===== src/rtl/sq3_pkg.sv =====
package sq3_pkg;
   localparam int BYTE_W  = 8;
   localparam int REG_CNT = 16;
   localparam int IDX_W   = $clog2(REG_CNT);
   typedef logic [BYTE_W-1:0] byte_t;
endpackage


===== src/rtl/sq3_regfile.sv =====
module sq3_regfile
   import sq3_pkg::*;
#(
   parameter int          N_VOICE = 3,
   parameter int          PER_W   = 12,
   parameter int          VOL_W   = 4,
   parameter logic [3:0]  AUD_SEL = 4'hC
) (
   input  logic                       clk,
   input  logic                       rst_n,
   input  logic                       sel_we,
   input  logic                       dat_we,
   input  byte_t                      wr_data,
   output byte_t                      sel_q,
   output logic [N_VOICE*PER_W-1:0]   per_flat,
   output logic [N_VOICE-1:0]         en,
   output logic [N_VOICE*VOL_W-1:0]   vol_flat
);
   localparam int HI_W    = PER_W - BYTE_W;
   localparam int MASK_IX = 2 * N_VOICE + 1;
   localparam int VOL_IX  = 2 * N_VOICE + 2;

   byte_t regs [REG_CNT];
   logic  in_window;
   logic  unused_bits;

   assign in_window = (sel_q[BYTE_W-1:IDX_W] >= AUD_SEL);

   always_ff @(posedge clk or negedge rst_n) begin
      if (!rst_n) begin
         sel_q <= '0;
         for (int i = 0; i < REG_CNT; i++) regs[i] <= '0;
      end else begin
         if (sel_we) sel_q <= wr_data;
         if (dat_we && in_window) regs[sel_q[IDX_W-1:0]] <= wr_data;
      end
   end

   genvar v;
   generate
      for (v = 0; v < N_VOICE; v++) begin : g_fields
         assign per_flat[v*PER_W +: PER_W] = {regs[2*v+1][HI_W-1:0], regs[2*v]};
         assign en[v]                      = ~regs[MASK_IX][v];
         assign vol_flat[v*VOL_W +: VOL_W] = regs[VOL_IX+v][VOL_W-1:0];
      end
   endgenerate

   always_comb begin
      unused_bits = 1'b0;
      for (int i = 0; i < REG_CNT; i++) unused_bits = unused_bits ^ (^regs[i]);
   end
endmodule


===== src/rtl/sq3_prescaler.sv =====
module sq3_prescaler #(
   parameter int PRESCALE = 16,
   localparam int PRE_W   = (PRESCALE > 1) ? $clog2(PRESCALE) : 1
) (
   input  logic clk,
   input  logic rst_n,
   output logic tick
);
   logic [PRE_W-1:0] cnt;

   generate
      if ((PRESCALE & (PRESCALE - 1)) == 0) begin : g_pow2
         always_ff @(posedge clk or negedge rst_n) begin
            if (!rst_n) cnt <= '0;
            else        cnt <= cnt + 1'b1;
         end
         assign tick = &cnt;
      end else begin : g_cmp
         localparam logic [PRE_W-1:0] LAST = PRE_W'(PRESCALE - 1);
         always_ff @(posedge clk or negedge rst_n) begin
            if (!rst_n)           cnt <= '0;
            else if (cnt == LAST) cnt <= '0;
            else                  cnt <= cnt + 1'b1;
         end
         assign tick = (cnt == LAST);
      end
   endgenerate
endmodule


===== src/rtl/sq3_voice.sv =====
module sq3_voice #(
   parameter int PER_W = 12
) (
   input  logic             clk,
   input  logic             rst_n,
   input  logic             tick,
   input  logic [PER_W-1:0] period,
   output logic             sq
);
   logic [PER_W-1:0] cnt;
   logic [PER_W-1:0] reload;

   assign reload = (period == '0) ? PER_W'(1) : period;

   always_ff @(posedge clk or negedge rst_n) begin
      if (!rst_n) begin
         cnt <= PER_W'(1);
         sq  <= 1'b0;
      end else if (tick) begin
         if (cnt == '0) begin
            cnt <= reload;
            sq  <= ~sq;
         end else begin
            cnt <= cnt - 1'b1;
         end
      end
   end
endmodule


===== src/rtl/sq3_mixer.sv =====
module sq3_mixer #(
   parameter int N_VOICE = 3,
   parameter int VOL_W   = 4,
   parameter int LVL_W   = 6
) (
   input  logic [N_VOICE-1:0]       en,
   input  logic [N_VOICE-1:0]       sq,
   input  logic [N_VOICE*VOL_W-1:0] vol_flat,
   output logic [LVL_W-1:0]         level
);
   always_comb begin
      level = '0;
      for (int i = 0; i < N_VOICE; i++) begin
         if (en[i] && sq[i])
            level = level + {{(LVL_W-VOL_W){1'b0}}, vol_flat[i*VOL_W +: VOL_W]};
      end
   end
endmodule


===== src/rtl/sq3_tone_gen.sv =====
module sq3_tone_gen
   import sq3_pkg::*;
#(
   parameter int          N_VOICE  = 3,
   parameter int          PER_W    = 12,
   parameter int          VOL_W    = 4,
   parameter int          PRESCALE = 16,
   parameter logic [3:0]  AUD_SEL  = 4'hC,
   localparam int LVL_W = $clog2(N_VOICE * ((1 << VOL_W) - 1) + 1)
) (
   input  logic             clk,
   input  logic             rst_n,
   input  logic             sel_we,
   input  logic             dat_we,
   input  logic [7:0]       wr_data,
   output logic [LVL_W-1:0] level
);
   generate
      if (PER_W <= BYTE_W || PER_W > 2 * BYTE_W) begin : g_bad_per
         $error("PER_W must lie between 9 and 16");
      end
      if (2 * N_VOICE + 2 + N_VOICE > REG_CNT) begin : g_bad_voices
         $error("N_VOICE does not fit the register window");
      end
      if (VOL_W > BYTE_W || LVL_W <= VOL_W) begin : g_bad_vol
         $error("VOL_W out of range");
      end
      if (PRESCALE < 2) begin : g_bad_pre
         $error("PRESCALE must be at least 2");
      end
   endgenerate

   byte_t                     sel_q;
   logic [N_VOICE*PER_W-1:0]  per_flat;
   logic [N_VOICE-1:0]        en;
   logic [N_VOICE*VOL_W-1:0]  vol_flat;
   logic [N_VOICE-1:0]        sq_vec;
   logic                      tick;

   sq3_regfile #(
      .N_VOICE (N_VOICE),
      .PER_W   (PER_W),
      .VOL_W   (VOL_W),
      .AUD_SEL (AUD_SEL)
   ) u_regs (
      .clk      (clk),
      .rst_n    (rst_n),
      .sel_we   (sel_we),
      .dat_we   (dat_we),
      .wr_data  (wr_data),
      .sel_q    (sel_q),
      .per_flat (per_flat),
      .en       (en),
      .vol_flat (vol_flat)
   );

   sq3_prescaler #(.PRESCALE(PRESCALE)) u_pre (
      .clk   (clk),
      .rst_n (rst_n),
      .tick  (tick)
   );

   genvar v;
   generate
      for (v = 0; v < N_VOICE; v++) begin : g_voice
         sq3_voice #(.PER_W(PER_W)) u_voice (
            .clk    (clk),
            .rst_n  (rst_n),
            .tick   (tick),
            .period (per_flat[v*PER_W +: PER_W]),
            .sq     (sq_vec[v])
         );
      end
   endgenerate

   sq3_mixer #(
      .N_VOICE (N_VOICE),
      .VOL_W   (VOL_W),
      .LVL_W   (LVL_W)
   ) u_mix (
      .en       (en),
      .sq       (sq_vec),
      .vol_flat (vol_flat),
      .level    (level)
   );
endmodule


===== config.mk =====
export PLATFORM = sky130hd
export DESIGN_NAME = sq3_tone_gen
export DESIGN_NICKNAME = d
export VERILOG_FILES = /design/src/rtl/sq3_pkg.sv /design/src/rtl/sq3_regfile.sv /design/src/rtl/sq3_prescaler.sv /design/src/rtl/sq3_voice.sv /design/src/rtl/sq3_mixer.sv /design/src/rtl/sq3_tone_gen.sv
export SDC_FILE = /design/constraint.sdc
export NUM_CORES = 1
export LEC_CHECK = 0
export ABC_AREA = 1
export BUFFER_PORTS_ARGS = -buffer_cell sky130_fd_sc_hd__buf_4
export CAP_MARGIN = 20
export CORE_MARGIN = 2
export CORE_UTILIZATION = 45
export CTS_BUF_LIST = sky130_fd_sc_hd__clkbuf_4
export DETAILED_ROUTE_END_ITERATION = 16
export SETUP_SLACK_MARGIN = 0.02
export SYNTH_ARGS = -nofsm -noshare
export SYNTH_HDL_FRONTEND = slang
export SYNTH_SLANG_ARGS = --single-unit

===== constraint.sdc =====
create_clock -name clk -period 4.5 [get_ports clk]
set_input_delay 0.9 -clock clk [delete_from_list [all_inputs] [get_ports clk]]
set_output_delay 0.9 -clock clk [all_outputs]
set_load 0.01 [all_outputs]

# ---- Yosys cells after proc, flatten, opt, wreduce, memory -nomap -nowiden
# Index checks and enable logic that the tools add are counted.
dict set report totals {
  regBits 179
  latch_bits 0
  ramBits 0
  romBits 0
  output_inout_bits 6
  word_cells 67
  n_memories 0
}
dict set report classes {
  n_addsub 6
  n_mul 0
  div 0
  order_cmp 3
  n_eq_ne 0
  shifts 0
  n_mux 12
  bitwise_logic 7
  reduce_logical 15
}
# op n
set ops {}
lappend ops {{$bwmux W128} 1}
lappend ops {{$logic_not A12 Y1} 6}
lappend ops {{$mux W12} 6}
lappend ops {{$sub A12 B1 Y12 const B} 3}
lappend ops {{$demux W8 S4} 1}
lappend ops {{$reduce_and A5 Y1} 3}
lappend ops {{$mux W6} 2}
lappend ops {{$mux W8} 1}
lappend ops {{$add A6 B4 Y6} 1}
lappend ops {{$not A1 Y1} 6}
lappend ops {{$add A4 B4 Y5} 1}
lappend ops {{$ge A5 B5 Y1 const B} 1}
lappend ops {{$logic_and A1 B1 Y1} 5}
lappend ops {{$lt A5 B1 Y1 const B} 1}
lappend ops {{$not A4 Y5} 1}
lappend ops {{$add A4 B1 Y4 const B} 1}
lappend ops {{$ge A4 B4 Y1 const B} 1}
lappend ops {{$mux W4} 1}
lappend ops {{$reduce_and A4 Y1} 1}

# ---- Longest topological paths before layout
# Gate-level depths: netlist of the first run.
dict set report logic_depth {
  ltp_word 7
  mapped_depth 19
}

# ---- Cells and area by module
# Synthesis of the first run repeated with hierarchy kept, for this count alone.
dict set report hier_totals {
  hier_cells 885
  hier_area_um2 6451.2
}
# module instances cells_per_inst area_each_um2 seq_area_each_um2
set modules_own_cells {}
lappend modules_own_cells {sq3_voice 3 152 1002.2 326.6}
lappend modules_own_cells {sq3_regfile 1 326 2803.9 1476.4}
lappend modules_own_cells {sq3_mixer 1 89 485.5 0.0}
lappend modules_own_cells {sq3_prescaler 1 14 155.1 100.1}

# ---- Least setup slack after synthesis of the first run
# Ideal clock, no wire load.
dict set report synth_timing {
  path_kind {reg2out}
  startpoint {register u_regs.regs[64] (netlist bit)}
  endpoint {output port level[5]}
  arrival_ns 2.419
  required_time_ns 3.600
  path_slack_ns 1.181
  path_stages_with_launch 16
  path_buffers 0
  cell_sequence {dfrtp_1 -> inv_1 -> nand2_1 -> nor2_1 -> ha_1 -> inv_1 -> fa_1 -> inv_1 -> nand3_1 -> nand3_1 -> o21ai_0 -> ha_1 -> nand3_1 -> nand3_1 -> a21oi_1 -> nor3_1}
}
dict set report synth_between {
  elab_chain_cells 7
}
# item line_no
set synth_lines {}
lappend synth_lines {{from (decl)} sq3_regfile.sv:23} ;# byte_t regs [REG_CNT];
lappend synth_lines {{from (signal, indexed assignment)} sq3_regfile.sv:35} ;# if (dat_we && in_window) regs[sel_q[IDX_W-1:0]] <= wr_data;
lappend synth_lines {{$not A1 Y1 (*)} sq3_regfile.sv:43} ;# assign en[v] = ~regs[MASK_IX][v];
lappend synth_lines {{$logic_and A1 B1 Y1 (*)} sq3_mixer.sv:14} ;# if (en[i] && sq[i])
lappend synth_lines {{$mux W4 (*)} sq3_mixer.sv:14}
lappend synth_lines {{$add A4 B4 Y5} sq3_mixer.sv:15} ;# level = level + {{(LVL_W-VOL_W){1'b0}}, vol_flat[i*VOL_W +: VOL_W]};
lappend synth_lines {{$mux W6 (*)} sq3_mixer.sv:14}
lappend synth_lines {{$add A6 B4 Y6 (*)} sq3_mixer.sv:15}
lappend synth_lines {{$mux W6 (*)} sq3_mixer.sv:14}
lappend synth_lines {{to (decl)} sq3_tone_gen.sv:16} ;# output logic [LVL_W-1:0] level
# Every way passes the cells marked *; elsewhere a longest branch is shown, timed or not.

# ---- Worst setup path after layout of the first run
dict set report layout_timing {
  startpoint {register u_regs.regs[64] (netlist bit)}
  endpoint {output port level[3]}
}
dict set report layout_between {
  elab_chain_cells 7
}
# item line_no
set layout_lines {}
lappend layout_lines {{$not A1 Y1 (*)} sq3_regfile.sv:43}
lappend layout_lines {{$logic_and A1 B1 Y1 (*)} sq3_mixer.sv:14}
lappend layout_lines {{$mux W4 (*)} sq3_mixer.sv:14}
lappend layout_lines {{$add A4 B4 Y5} sq3_mixer.sv:15}
lappend layout_lines {{$mux W6 (*)} sq3_mixer.sv:14}
lappend layout_lines {{$add A6 B4 Y6} sq3_mixer.sv:15}
lappend layout_lines {{$mux W6 (*)} sq3_mixer.sv:14}
# Marked as above.

==> results of run 1 <==
==> registers in the layout, indices dropped and copies added (netlist names) <==
signal,flops
u_pre.cnt,4
u_regs.sel_q,6
g_voice.u_voice.cnt,36
u_regs.regs,3
u_regs.vol_flat,12
u_regs.per_flat,36
g_voice.u_voice.sq,3
==> power groups by stage <==
stage / combinational [W] / clock [W] / sequential [W]
CTS: 0.00117 / 0.000562 / 0.00147
global placement: 0.00113 / 0 / 0.00148
global route: 0.00137 / 0.000591 / 0.00152
finish: 0.00118 / 0.000541 / 0.00147
floorplan: 0.000888 / 0 / 0.00141
detailed placement: 0.00117 / 0 / 0.00149
==> final timing paths <==
check,start,endpoint,cells after the start
hold reg to reg,u_pre.cnt[0],u_pre.cnt[0],1
setup reg to reg,u_pre.cnt[0],g_voice[1].u_voice.cnt[1],8
hold / removal,u_pre.cnt[0],u_pre.cnt[0],1
max in group asynchronous,rst_n,u_regs.vol_flat[0],2
setup / recovery,u_regs.regs[64],level[3],17
min in group asynchronous,rst_n,u_pre.cnt[3],1
==> area by class of cell <==
type                            instances  share of cell area
Clock buffer                            9              0.0116
Clock inverter                          7              0.0169
Inverter                               74              0.0475
Multi-Input combinational cell        504               0.437
Sequential cell                       100               0.428
Tap cell                              147              0.0314
Timing Repair Buffer                   21              0.0270
==> worst max-delay path, delay by kind of cell, from the launching register on <==
family / cells / cell delay [ns]
buffers and inverters: 4 / 0.35
flip-flops: 1 / 0.40
AO/OA/AOI/OAI: 3 / 0.39
adder cells (fa/ha/maj): 3 / 0.94
AND/OR/NAND/NOR: 7 / 0.72
==> cell families after synthesis <==
kind of cell,count (synthesis),synth area share
compound gates,120,0.120
xor+xnor,13,0.0223
fa+ha+maj,17,0.0419
buf+inv,86,0.0682
flops,100,0.461
simple gates,354,0.286
==> layout by cell type, fill, tap and decap left out, types with 3 or more instances in the layout <==
| cell type | instances |
|---|---|
| sky130_fd_sc_hd__a21oi_1 | 15 |
| sky130_fd_sc_hd__buf_4 | 21 |
| sky130_fd_sc_hd__clkbuf_4 | 9 |
| sky130_fd_sc_hd__dfrtp_1 | 97 |
| sky130_fd_sc_hd__dfstp_2 | 3 |
| sky130_fd_sc_hd__ha_1 | 15 |
| sky130_fd_sc_hd__inv_1 | 69 |
| sky130_fd_sc_hd__inv_2 | 4 |
| sky130_fd_sc_hd__nand2_1 | 183 |
| sky130_fd_sc_hd__nand2_2 | 5 |
| sky130_fd_sc_hd__nand3_1 | 45 |
| sky130_fd_sc_hd__nand4_1 | 10 |
| sky130_fd_sc_hd__nor2_1 | 74 |
| sky130_fd_sc_hd__nor2_2 | 6 |
| sky130_fd_sc_hd__nor2_4 | 5 |
| sky130_fd_sc_hd__nor3_1 | 16 |
| sky130_fd_sc_hd__o211ai_1 | 8 |
| sky130_fd_sc_hd__o21ai_0 | 85 |
| sky130_fd_sc_hd__o31ai_1 | 3 |
| sky130_fd_sc_hd__xnor2_1 | 5 |
| sky130_fd_sc_hd__xor2_1 | 7 |
==> through the flow <==
step,power (W),area (um^2),instances
3_3_place_gp,0.00261,5670,845
6_report,0.00319,5850,862
4_1_cts,0.00320,5840,861
5_1_grt,0.00348,5850,862
2_1_floorplan,0.00230,5430,690
3_5_place_dp,0.00265,5670,845
==> what timing repair did <==
item,in CTS,in global routing
gates resized for setup,0,1
setup endpoints to repair,0,1
buffers inserted,0,1
==> cells in the mapped netlist (all sizes together), types with 4 or more instances <==
cell type,instances
o31ai,4
o211ai,8
ha,15
nand3,48
nor2,85
xor2,8
xnor2,5
dfrtp,97
a21oi,15
inv,73
nand4,10
nor3,18
buf,9
o21ai,87
nand2,189
==> layer usage <==
layer | wire length [um] | vias to the layer above
met5 | 0 | -
met4 | 81 | 0
met3 | 470 | 5
met2 | 5530 | 75
met1 | 5910 | 2118
li1 | - | 2292
==> flow_metrics.env, run 1 <==
export IMPL_fp_dieArea_um2=13000
export IMPL_synth_seq_area_share=0.461
export IMPL_final_antenna_net_count=0
export IMPL_rows=40
export IMPL_p_sw_frac=0.405
export IMPL_fin_setup_tns_ns=0
export IMPL_grt_pass1_vias=4337
export IMPL_max_vdd_ir_drop_mv=0.316
export IMPL_crit_type="reg2out"
export IMPL_final_setup_skew_ns=0.0136
export IMPL_critPathMaxStageDelay_ns=0.40
export IMPL_cell_type_with_the_largest_total_area_after_synthesis="sky130_fd_sc_hd__dfrtp_1"
export IMPL_final_worst_path_period_need_ns=4.15
export IMPL_met2_usage_grt=0.329
export IMPL_clock_power_share=0.169
export IMPL_final_hold_worst_slack_ns=0.460
export IMPL_grt_first_pass_wirelength_mm=20.6
export IMPL_sequentialPowerShare=0.461
export IMPL_portion_of_the_clock_cycle_consumed_by_the_worst_path_in_the_final_layout=0.921
export IMPL_initial_utilization=0.456
export IMPL_synth_top_flop_cell="sky130_fd_sc_hd__dfrtp_1"
export IMPL_timing_critical_path_required_ns=3.60
export IMPL_postSynth_asyncResetShare=1.00
export IMPL_largest_net_degree_at_the_start_of_global_routing=54
export IMPL_holdBufCountCts=0
export IMPL_routed_wl_mm=12.0
export IMPL_outcome="finished clean"
export IMPL_chip_width_um=114
export IMPL_synth_fp_nets=719
export IMPL_finalSetupViolCount=0
export IMPL_clkSinkCount=100
export IMPL_leakage_nw=2.86
export IMPL_crit_chain="inv_1 -> nand2_1 -> nor2_2 -> ha_1 -> inv_1 -> fa_1 -> inv_1 -> nand3_1 -> nand3_1 -> o21ai_0 -> ha_1 -> nand3_1 -> nand3_1 -> a21oi_1 -> o21ai_0 -> nand2_1 -> buf_4"
export IMPL_share_comb_of_total_power=0.370
export IMPL_ys_top_cells_by_area="sky130_fd_sc_hd__dfrtp_1 (45%), sky130_fd_sc_hd__nand2_1 (13%), sky130_fd_sc_hd__o21ai_0 (7.8%)"
export IMPL_end_kind="primary output"
export IMPL_num_io_pins=18
export IMPL_cp_max_fo=5
export IMPL_viasPerCell=5.21
export IMPL_cts_buf_count=9
export IMPL_route_vias_total=4490
export IMPL_clock_tree_from_tritoncts="done"
export IMPL_r2r_setup_slack_ns=2.24
export IMPL_nNetsFinal=739
export IMPL_globalRoute_totalOverflow=0
export IMPL_detailedRoute_firstPassIterationCount=4
export IMPL_synth_seq_cells=100
export IMPL_combined_area_of_the_multi_input_logic_cells_um2=2560
export IMPL_worst_path_most_repeated_cell="sky130_fd_sc_hd__nand3_1"
export IMPL_final_max_slew_viol_count=0
export IMPL_layout_setup_ws_ns=0.355
export IMPL_layout_core_utilization=0.491
export IMPL_seq_area_um2=2510
export IMPL_cellInternalPower_w=0.00190
export IMPL_synth_enable_flop_cells=0
export IMPL_syn_inst=690
export IMPL_setup_repair_after_global_routing_missed_its_margin="false"
export IMPL_drc=0
export IMPL_place_gp_congestion=0.873
export IMPL_hold_class="reg2reg"
export IMPL_antenna_found_initial=0
export IMPL_detail_route_iter0_violations=177
export IMPL_slew_headroom=0.530
export IMPL_synth_cell_type_count=39
export IMPL_synthesized_area_per_cell_um2=7.87
export IMPL_global_route_usage_met3=0.0478
export IMPL_place_hpwl_mm=8.72
export IMPL_post_route_cells_drive_above_1_share=0.0951
export IMPL_htree_levels=3
export IMPL_critical_path_arrival_ns=3.25
export IMPL_pre_cts_slack_ns=0.874
export IMPL_max_freq_mhz=241
export IMPL_clockBufferDepth=2
export IMPL_placement_io_buffers=17
export IMPL_grt_util_all_layers=0.200
export IMPL_power_per_cell_area_nw_per_um2=546
export IMPL_syn2layout_area_growth_pct=7.69
export IMPL_clock_tree_root_cell="sky130_fd_sc_hd__clkbuf_4"
export IMPL_final_hold_violation_count=0
export IMPL_clock_insertion_delay_worst_skew_ns=0.47
export IMPL_core_area_um2=11900
export IMPL_slowest_library_cell_on_the_worst_path="sky130_fd_sc_hd__dfrtp_1"
export IMPL_filler_cell_count=1210
export IMPL_gr_max_usage_layer="met2"
export IMPL_grt_met1_usage=0.273
export IMPL_netSwitchingPower_w=0.00129
export IMPL_netlist_area_leader_share=0.447
export IMPL_die_height_um=114
export IMPL_diodes=0
export IMPL_drt_wirelength_per_cell_um=13.9
export IMPL_clkSlewWorstSetupHoldPaths_ns=0.14
export IMPL_maxCapViolCount=0
export IMPL_mappedNetlistArea_um2=5430
export IMPL_ys_warnings_count=0
export IMPL_cp_start_kind="flop"
export IMPL_worst_slew_pin_transition_ns=0.705
(Power assumes the default switching activity.)
==> inputs of run 2 (changes only) <==
- MAX_ROUTING_LAYER: unset -> met4
==> run 2 against run 1 <==
- clock-buffer cell count up 1
- die area unchanged
- total power fell by 2.4%
- setup slack worse by 0.037 ns
- routed wire length is 2.1% higher
- cell count stayed put
- hold slack worse by 0.015 ns
- sequential cell count unchanged
- via count about the same
- utilization down 0.29 points
- sequential share of layout area up 0.26 points
- critical path type unchanged
==> flow_metrics.env, run 2 (synthesized netlist as in run 1, its figures left out) <==
export IMPL_core_area_um2=11900
export IMPL_fin_setup_tns_ns=0
export IMPL_cts_buf_count=9
export IMPL_setup_repair_after_global_routing_missed_its_margin="false"
export IMPL_clock_tree_from_tritoncts="done"
export IMPL_max_vdd_ir_drop_mv=0.320
export IMPL_grt_first_pass_wirelength_mm=20.8
export IMPL_largest_net_degree_at_the_start_of_global_routing=56
export IMPL_outcome="finished clean"
export IMPL_viasPerCell=5.21
export IMPL_detailedRoute_firstPassIterationCount=5
export IMPL_placement_io_buffers=17
export IMPL_nNetsFinal=738
export IMPL_clock_tree_root_cell="sky130_fd_sc_hd__clkbuf_4"
export IMPL_cp_max_fo=5
export IMPL_timing_critical_path_required_ns=3.60
export IMPL_maxCapViolCount=0
export IMPL_rows=40
export IMPL_num_io_pins=18
export IMPL_pre_cts_slack_ns=0.857
export IMPL_grt_util_all_layers=0.209
export IMPL_fp_dieArea_um2=13000
export IMPL_htree_levels=3
export IMPL_max_freq_mhz=239
export IMPL_post_route_cells_drive_above_1_share=0.0966
export IMPL_clock_insertion_delay_worst_skew_ns=0.49
export IMPL_most_common_library_cell_in_the_layout_ignoring_fill_and_taps="sky130_fd_sc_hd__nand2_1"
export IMPL_route_vias_total=4488
export IMPL_filler_cell_count=1199
export IMPL_leakage_nw=2.84
export IMPL_syn2layout_area_growth_pct=7.05
export IMPL_clkSinkCount=100
export IMPL_hold_class="in2async"
export IMPL_portion_of_the_clock_cycle_consumed_by_the_worst_path_in_the_final_layout=0.929
export IMPL_slew_headroom=0.514
export IMPL_place_gp_congestion=0.912
export IMPL_cts_resized=0
export IMPL_drc=0
export IMPL_post_cts_setup_buffer_count=0
export IMPL_routed_wl_mm=12.2
export IMPL_final_worst_path_period_need_ns=4.18
export IMPL_clkSlewWorstSetupHoldPaths_ns=0.18
export IMPL_drt_wirelength_per_cell_um=14.2
export IMPL_detail_route_iter0_violations=311
export IMPL_r2r_setup_slack_ns=2.17
export IMPL_initial_utilization=0.456
export IMPL_final_hold_violation_count=0
export IMPL_finalSetupViolCount=0
export IMPL_mostFrequentLayoutCells="sky130_fd_sc_hd__nand2_1 (182), sky130_fd_sc_hd__dfrtp_1 (97), sky130_fd_sc_hd__o21ai_0 (85)"
export IMPL_holdBufCountCts=0
export IMPL_power_per_cell_area_nw_per_um2=536
export IMPL_final_setup_skew_ns=0.0269
export IMPL_globalRoute_totalOverflow=0
export IMPL_critical_path_arrival_ns=3.28
export IMPL_layout_setup_ws_ns=0.318
export IMPL_die_height_um=114
export IMPL_final_max_slew_viol_count=0
export IMPL_antenna_found_initial=1
export IMPL_final_antenna_net_count=0
export IMPL_chip_width_um=114
export IMPL_place_hpwl_mm=8.71
export IMPL_clockBufferDepth=2
export IMPL_cp_start_kind="flop"
export IMPL_worst_slew_pin_transition_ns=0.729
export IMPL_grt_pass1_vias=4350
export IMPL_crit_type="reg2out"
export IMPL_end_kind="primary output"
## run 2: cell count changes in the layout (fill, tap and decap cells not counted)
cell	delta
sky130_fd_sc_hd__clkbuf_4	+1
sky130_fd_sc_hd__diode_2	+1
sky130_fd_sc_hd__clkinvlp_4	+1
sky130_fd_sc_hd__nand2_2	+1
sky130_fd_sc_hd__bufinv_16	-2
sky130_fd_sc_hd__nand2_1	-1
sky130_fd_sc_hd__inv_8	+2
sky130_fd_sc_hd__buf_4	-1
sky130_fd_sc_hd__clkinv_4	-1
sky130_fd_sc_hd__a21oi_1	-1
sky130_fd_sc_hd__a21oi_2	+1
sky130_fd_sc_hd__clkinv_2	-1
## run 2: report_power, final
part | internal (W) | switching, W
Combinational | 0.000471 | 0.000709
Sequential | 0.00119 | 0.000279
Clock | 0.000130 | 0.000332
## run 2: worst paths after layout
path                       depth (start not counted)             from                         to
max in group asynchronous                          2            rst_n         u_regs.vol_flat[7]
max reg2reg                                        8     u_pre.cnt[0]  g_voice[1].u_voice.cnt[1]
min reg2reg                                        1     u_pre.cnt[0]               u_pre.cnt[0]
min in group clk                                   1     u_pre.cnt[0]               u_pre.cnt[0]
min                                                1            rst_n         u_regs.per_flat[2]
max                                               17  u_regs.regs[64]                   level[3]
## run 2: critical path, stage by stage (launching register included)
cell                      delay, ns
sky130_fd_sc_hd__dfrtp_1       0.42
sky130_fd_sc_hd__inv_1         0.11
sky130_fd_sc_hd__nand2_2       0.08
sky130_fd_sc_hd__nor2_2        0.11
sky130_fd_sc_hd__ha_1          0.17
sky130_fd_sc_hd__inv_1         0.05
sky130_fd_sc_hd__fa_1          0.39
sky130_fd_sc_hd__inv_1         0.09
sky130_fd_sc_hd__nand3_1       0.08
sky130_fd_sc_hd__nand3_1       0.09
sky130_fd_sc_hd__o21ai_0       0.13
sky130_fd_sc_hd__ha_1          0.39
sky130_fd_sc_hd__nand3_1       0.10
sky130_fd_sc_hd__nand3_1       0.12
sky130_fd_sc_hd__a21oi_2       0.14
sky130_fd_sc_hd__o21ai_0       0.12
sky130_fd_sc_hd__nand2_1       0.08
sky130_fd_sc_hd__buf_4         0.11
## run 2: metrics by stage
stage | util | hold slack, ns | area (um^2) | instances | power [W]
6_report | 0.488 | 0.445 | 5810 | 862 | 0.00312
5_1_grt | 0.488 | 0.480 | 5810 | 862 | 0.00340
4_1_cts | 0.487 | 0.455 | 5800 | 861 | 0.00313
3_5_place_dp | 0.476 | 0.448 | 5670 | 845 | 0.00266
3_3_place_gp | 0.476 | 0.437 | 5670 | 845 | 0.00261
2_1_floorplan | - | 0.422 | 5430 | 690 | 0.00230
## run 2: layout make-up
| class | instances | area (um^2) | area share |
|---|---|---|---|
| diodes | 1 | 2.50 | 0.000430 |
| repair buffers | 20 | 150 | 0.0258 |
| flip-flops and latches | 100 | 2510 | 0.431 |
| multi-input cells | 504 | 2560 | 0.441 |
| well taps | 147 | 184 | 0.0316 |
| clock buffers | 10 | 75.1 | 0.0129 |
| inverters | 74 | 278 | 0.0478 |
| clock inverters | 6 | 55.1 | 0.00947 |
## run 2: routing by layer
layer	GRT usage	part of all wire	wire (um)
met2	0.332	0.47	5760
met4	0.0512	0.0078	95
met1	0.275	0.49	5990
met3	0.0489	0.032	386
met5	-	0	0
